<file path="src/rtl/bchk_pkg.sv">
package bchk_pkg;
  localparam int unsigned FLAG_W = 5;
  localparam int unsigned FLG_C = 0;
  localparam int unsigned FLG_V = 1;
  localparam int unsigned FLG_Z = 2;
  localparam int unsigned FLG_N = 3;
  localparam int unsigned FLG_X = 4;

  typedef enum logic [1:0] {
    SZ_BYTE = 2'b00,
    SZ_WORD = 2'b01,
    SZ_LONG = 2'b10,
    SZ_ALT  = 2'b11
  } opsize_e;

  localparam int unsigned N_OPS  = 3;
  localparam int unsigned OP_VAL = 0;
  localparam int unsigned OP_LO  = 1;
  localparam int unsigned OP_HI  = 2;
endpackage

</file>
<file path="src/rtl/bchk_extend.sv">
module bchk_extend
  import bchk_pkg::*;
#(
  parameter int unsigned DATA_W = 32
) (
  input  logic [DATA_W-1:0] raw_i,
  input  opsize_e           size_i,
  input  logic              sext_i,
  output logic [DATA_W-1:0] wide_o
);
  localparam int unsigned BYTE_W = DATA_W / 4;
  localparam int unsigned WORD_W = DATA_W / 2;

  always_comb begin
    wide_o = raw_i;
    if (sext_i) begin
      unique case (size_i)
        SZ_BYTE: wide_o = {{(DATA_W-BYTE_W){raw_i[BYTE_W-1]}}, raw_i[BYTE_W-1:0]};
        SZ_WORD: wide_o = {{(DATA_W-WORD_W){raw_i[WORD_W-1]}}, raw_i[WORD_W-1:0]};
        default: wide_o = raw_i;
      endcase
    end
  end

  always_comb begin
    if (!sext_i) assert_addr_full_width_R4: assert (wide_o == raw_i);
    if (size_i == SZ_LONG || size_i == SZ_ALT)
      assert_long_unchanged_R3: assert (wide_o == raw_i);
  end
endmodule

</file>
<file path="src/rtl/bchk_core.sv">
module bchk_core
  import bchk_pkg::*;
#(
  parameter int unsigned DATA_W = 32
) (
  input  logic [DATA_W-1:0] val_i,
  input  logic [DATA_W-1:0] lo_i,
  input  logic [DATA_W-1:0] hi_i,
  input  logic [FLAG_W-1:0] flags_i,
  output logic [FLAG_W-1:0] flags_o
);
  logic [DATA_W-1:0] offset;
  logic [DATA_W-1:0] span;
  logic              hit_bound;
  logic              outside;

  assign offset    = val_i - lo_i;
  assign span      = hi_i - lo_i;
  assign hit_bound = (offset == '0) || (offset == span);
  assign outside   = (offset > span);

  always_comb begin
    flags_o        = flags_i;
    flags_o[FLG_Z] = hit_bound;
    flags_o[FLG_C] = outside;
  end

  always_comb begin
    if (val_i == lo_i) begin
      assert_z_on_low_R5: assert (flags_o[FLG_Z]);
      assert_low_in_range_R6: assert (!flags_o[FLG_C]);
    end
    if (val_i == hi_i) assert_z_on_high_R5: assert (flags_o[FLG_Z]);
  end
endmodule

</file>
<file path="src/rtl/bchk_stage.sv">
module bchk_stage #(
  parameter int unsigned PAY_W = 5
) (
  input  logic             clk,
  input  logic             rst_n,
  input  logic             up_valid,
  output logic             up_ready,
  input  logic [PAY_W-1:0] up_data,
  output logic             dn_valid,
  input  logic             dn_ready,
  output logic [PAY_W-1:0] dn_data
);
  logic             full_q;
  logic [PAY_W-1:0] data_q;

  assign up_ready = !full_q || dn_ready;
  assign dn_valid = full_q;
  assign dn_data  = data_q;

  always_ff @(posedge clk) begin
    if (!rst_n) begin
      full_q <= 1'b0;
      data_q <= '0;
    end else if (up_ready) begin
      full_q <= up_valid;
      if (up_valid) data_q <= up_data;
    end
  end

  assert_hold_when_stalled_R8: assert property (@(posedge clk) disable iff (!rst_n)
    (dn_valid && !dn_ready) |=> (dn_valid && $stable(dn_data)));
  assert_empty_after_reset_R9: assert property (@(posedge clk)
    !rst_n |=> !dn_valid);
endmodule

</file>
<file path="src/rtl/bchk_unit.sv">
module bchk_unit
  import bchk_pkg::*;
#(
  parameter int unsigned DATA_W = 32
) (
  input  logic              clk,
  input  logic              rst_n,
  input  logic              in_valid,
  output logic              in_ready,
  input  logic [DATA_W-1:0] in_value,
  input  logic [DATA_W-1:0] in_lo,
  input  logic [DATA_W-1:0] in_hi,
  input  logic [1:0]        in_size,
  input  logic              in_is_addr,
  input  logic [FLAG_W-1:0] in_flags,
  output logic              out_valid,
  input  logic              out_ready,
  output logic [FLAG_W-1:0] out_flags
);
  logic [DATA_W-1:0] raw_op  [N_OPS];
  logic [DATA_W-1:0] wide_op [N_OPS];
  logic              sext_op [N_OPS];
  logic [FLAG_W-1:0] next_flags;
  opsize_e           size_e;

  assign size_e          = opsize_e'(in_size);
  assign raw_op[OP_VAL]  = in_value;
  assign raw_op[OP_LO]   = in_lo;
  assign raw_op[OP_HI]   = in_hi;
  assign sext_op[OP_VAL] = !in_is_addr;
  assign sext_op[OP_LO]  = 1'b1;
  assign sext_op[OP_HI]  = 1'b1;

  for (genvar g = 0; g < N_OPS; g++) begin : g_ext
    bchk_extend #(.DATA_W(DATA_W)) u_ext (
      .raw_i  (raw_op[g]),
      .size_i (size_e),
      .sext_i (sext_op[g]),
      .wide_o (wide_op[g])
    );
  end

  bchk_core #(.DATA_W(DATA_W)) u_core (
    .val_i   (wide_op[OP_VAL]),
    .lo_i    (wide_op[OP_LO]),
    .hi_i    (wide_op[OP_HI]),
    .flags_i (in_flags),
    .flags_o (next_flags)
  );

  bchk_stage #(.PAY_W(FLAG_W)) u_stage (
    .clk      (clk),
    .rst_n    (rst_n),
    .up_valid (in_valid),
    .up_ready (in_ready),
    .up_data  (next_flags),
    .dn_valid (out_valid),
    .dn_ready (out_ready),
    .dn_data  (out_flags)
  );

  assert_keep_xnv_R7: assert property (@(posedge clk) disable iff (!rst_n)
    (in_valid && in_ready) |=> (out_valid
      && out_flags[FLG_X] == $past(in_flags[FLG_X])
      && out_flags[FLG_N] == $past(in_flags[FLG_N])
      && out_flags[FLG_V] == $past(in_flags[FLG_V])));
  assert_ready_rule_R8: assert property (@(posedge clk) disable iff (!rst_n)
    (out_valid && !out_ready) |-> !in_ready);
endmodule

</file>
<file path="config.mk">
export PLATFORM = sky130hd
export DESIGN_NAME = bchk_unit
export DESIGN_NICKNAME = d
export VERILOG_FILES = /design/src/rtl/bchk_pkg.sv /design/src/rtl/bchk_extend.sv /design/src/rtl/bchk_core.sv /design/src/rtl/bchk_stage.sv /design/src/rtl/bchk_unit.sv
export SDC_FILE = /design/constraint.sdc
export NUM_CORES = 1
export LEC_CHECK = 0
export BUFFER_PORTS_ARGS = -buffer_cell sky130_fd_sc_hd__buf_2
export CAP_MARGIN = 25
export CORE_MARGIN = 2
export CORE_UTILIZATION = 45
export CTS_CLUSTER_DIAMETER = 30
export DETAILED_ROUTE_END_ITERATION = 12
export PLACE_DENSITY = 0.68
export SYNTH_ARGS = -nofsm -noshare
export SYNTH_HDL_FRONTEND = slang
export SYNTH_HIERARCHICAL = 1
export SYNTH_SLANG_ARGS = --single-unit
</file>
<file path="constraint.sdc">
create_clock -name clk -period 12.56 [get_ports clk]
set_clock_uncertainty 0.2 [all_clocks]
set_input_delay 1.256 -clock clk [delete_from_list [all_inputs] [get_ports clk]]
set_output_delay 1.256 -clock clk [all_outputs]
set_load 0.02 [all_outputs]
</file>
==> flow_metrics.tcl <==
set metrics [dict create \
    ys_types 65 \
    wl_met1_mm 7.01 \
    drcViolationCount 0 \
    ir_worst_vdd_mv 0.0312 \
    start_kind "input pin" \
    wl_met2_mm 6.08 \
    cts.path.max_buffers 2 \
    postPlaceCellArea_sq_um 6020 \
    clk_latency_ns 0.22 \
    yosysMostFrequentCell "inv_1" \
    ys_ff_latch 6 \
    initialDrtViolationCount 221 \
    die-area_sq_um 13400 \
    leakage_nw 3.28 \
    cts-buffers-inserted 3 \
    synthToLayoutAreaGrowth_pct 9.16 \
    dr.pass1.iters 5 \
    post_cts_resized 0 \
    hold_viol 0 \
    worst_setup_path_end_kind "register" \
    path_class "input pin to register" \
    fp-row-count 40 \
    routed.top_layer "met4" \
    antenna_found_initial 0 \
    slew_violations 0 \
    numClockSinks 6 \
    htree_levels 1 \
    place.gp.congestion 0.904 \
    cap_violations 0 \
    pin_count 115 \
    cp.required_ns 12.48 \
    max_freq_ghz 0.155 \
    min_period_ns 6.46 \
    drtAntennaViolNets 0 \
    syn-cell-area_sq_um 5610 \
    initial_utilization_pct 46.3 \
    num-fill-cells 1265 \
    grt_pass1_vias 5051 \
    cts_root_buffer "clkbuf_16" \
    syn_inst 770 \
    drive_gt1_share_pct 17.4 \
    antenna_cells 0 \
    clkTransAtPathRegs_ns 0.03 \
    cts_tree "yes" \
    grtUsageTotal_pct 20.7 \
    ys.flop_type "dfxtp_1" \
    arrival_ns 6.38 \
    grt_pass1_wl_mm 23.2 \
    pwr_density_cell_nw_per_um2 86.8 \
    yosys.area.top_type "ha_1" \
    avgSynthCellArea_sq_um 7.29 \
    hold_buffers 0 \
    synthTopCellsByArea "ha_1, mux2i_1, inv_1" \
    die_w_um 116 \
    status "completed" \
    synthTopCellsByCount "inv_1, ha_1, a21oi_1" \
    rsz0062_at_grt "no" \
    netlist.area_leader.share_pct 21.0 \
    ys_async_sr_fraction_pct 0 \
    place.port_buffers 112 \
    setup_viol 0 \
    synth_warnings 6 \
    core_sq_um 12100 \
    num_vias 5303 \
    placed_cells 1002 \
    wl_met3_um 508 \
    post_cts_buffers 0 \
    synth_edf_count 0 \
    worstMarginPinSlew_ns 1.03 \
    wl_per_cell_um 13.6 \
    stdcell_count 1007 \
    dp_hpwl_mm 11.8 \
    nets 1045 \
    finalInstanceArea_sq_um 6130 \
    worstHoldPathType "register to register" \
    totalWireLength_mm 13.7 \
    hold_slack_ns 0.251 \
    viasPerCell 5.27 \
    critical_path.max_fanout 16 \
    overflow 0 \
    min_period_over_period_pct 51.4 \
    slew_headroom_pct 31.3 \
    fin_tns_setup_ns 0 \
    grt_max_degree 17 \
    die_height_um 116 \
    ys_seq_area_share_pct 2.14 \
]
routing by layer:
metal	track usage, %	vias up
met5	0	-
met4	2.06	0
met3	1.26	8
met2	34.7	104
met1	30.2	2340
li1	-	2851
worst max-delay path, stage by stage:
cell and delay, ns:
buf_2 0.15, nor2b_2 0.80, mux2i_1 0.26, inv_1 0.08, ha_1 0.32, a21o_1 0.19
a21o_1 0.17, a21oi_1 0.18, nor2b_1 0.06, nor2_1 0.23, a31oi_1 0.20, a21oi_1 0.24
o21ai_0 0.14, xnor2_1 0.25, ha_1 0.29, a21oi_1 0.16, nor2b_1 0.06, o21ai_0 0.19
nand2b_1 0.08, a21oi_1 0.14, nor2b_1 0.05, o21ai_0 0.15, nand2b_1 0.08, a221o_1 0.29
o21a_1 0.18, nand4_1 0.10, o21ai_2 0.05
final timing paths:
path | start | end | slack (ns) | cells after the start
max | in_size[1] | u_stage/dn_data[0] | 6.10 | 27
min | u_stage/dn_data[0] | u_stage/dn_data[0] | 0.25 | 2
max reg2reg | u_stage/dn_valid | u_stage/dn_data[2] | 11.51 | 3
min reg2reg | u_stage/dn_data[0] | u_stage/dn_data[0] | 0.25 | 2
registers in the layout (all words and copies together) (netlist names):
register          cells
u_stage/dn_data       5
u_stage/dn_valid      1
power by group:
| group | switching [W] | leakage [nW] | total [W] | internal, W |
|---|---|---|---|---|
| Clock | 0.0000103 | 0.0370 | 0.0000511 | 0.0000408 |
| Combinational | 0.000254 | 3.19 | 0.000459 | 0.000205 |
| Sequential | 0.000000841 | 0.0493 | 0.0000218 | 0.0000210 |
layout by cell type, fill, tap and decap left out, types with 22 or more instances in the layout:
master,n
a21oi_1,60
mux2i_1,49
xor2_1,22
buf_2,112
o21ai_0,33
inv_1,103
nand4_1,22
a21o_1,49
nand2_1,38
xnor2_1,35
ha_1,94
nor2_1,35
metrics by stage:
step / power [W] / setup WS (ns) / utilization (%)
global route: 0.000597 / 5.59 / 50.6
CTS: 0.000531 / 6.12 / 50.3
global placement: 0.000473 / 5.94 / 49.7
detailed placement: 0.000476 / 5.90 / 49.7
finish: 0.000532 / 6.10 / 50.6
floorplan: 0.000384 / 6.73 / -
logic make-up (layout without fill, tap and decap cells):
group,Yosys count,after routing,share of synthesized area [%]
AOI/OAI and AO/OA,221,221,26.5
and+or+nand+nor,181,181,17.5
adders and majority gates,96,96,21.7
buffers and inverters,156,220,13.8
muxes,52,52,9.47
xor gates and xnor gates,57,57,8.89
DFF,6,6,2.14
other,1,6,0.0668
area by class of cell:
type                            count  area (sq um)  area share (%)
Inverter                          103           387            6.31
Sequential cell                     6           120            1.96
Tap cell                          168           210            3.43
Clock buffer                        3          75.1            1.23
Multi-Input combinational cell    613          4740            77.4
Timing Repair Buffer              114           591            9.64
Note: power is estimated with default switching activity, not from simulation.
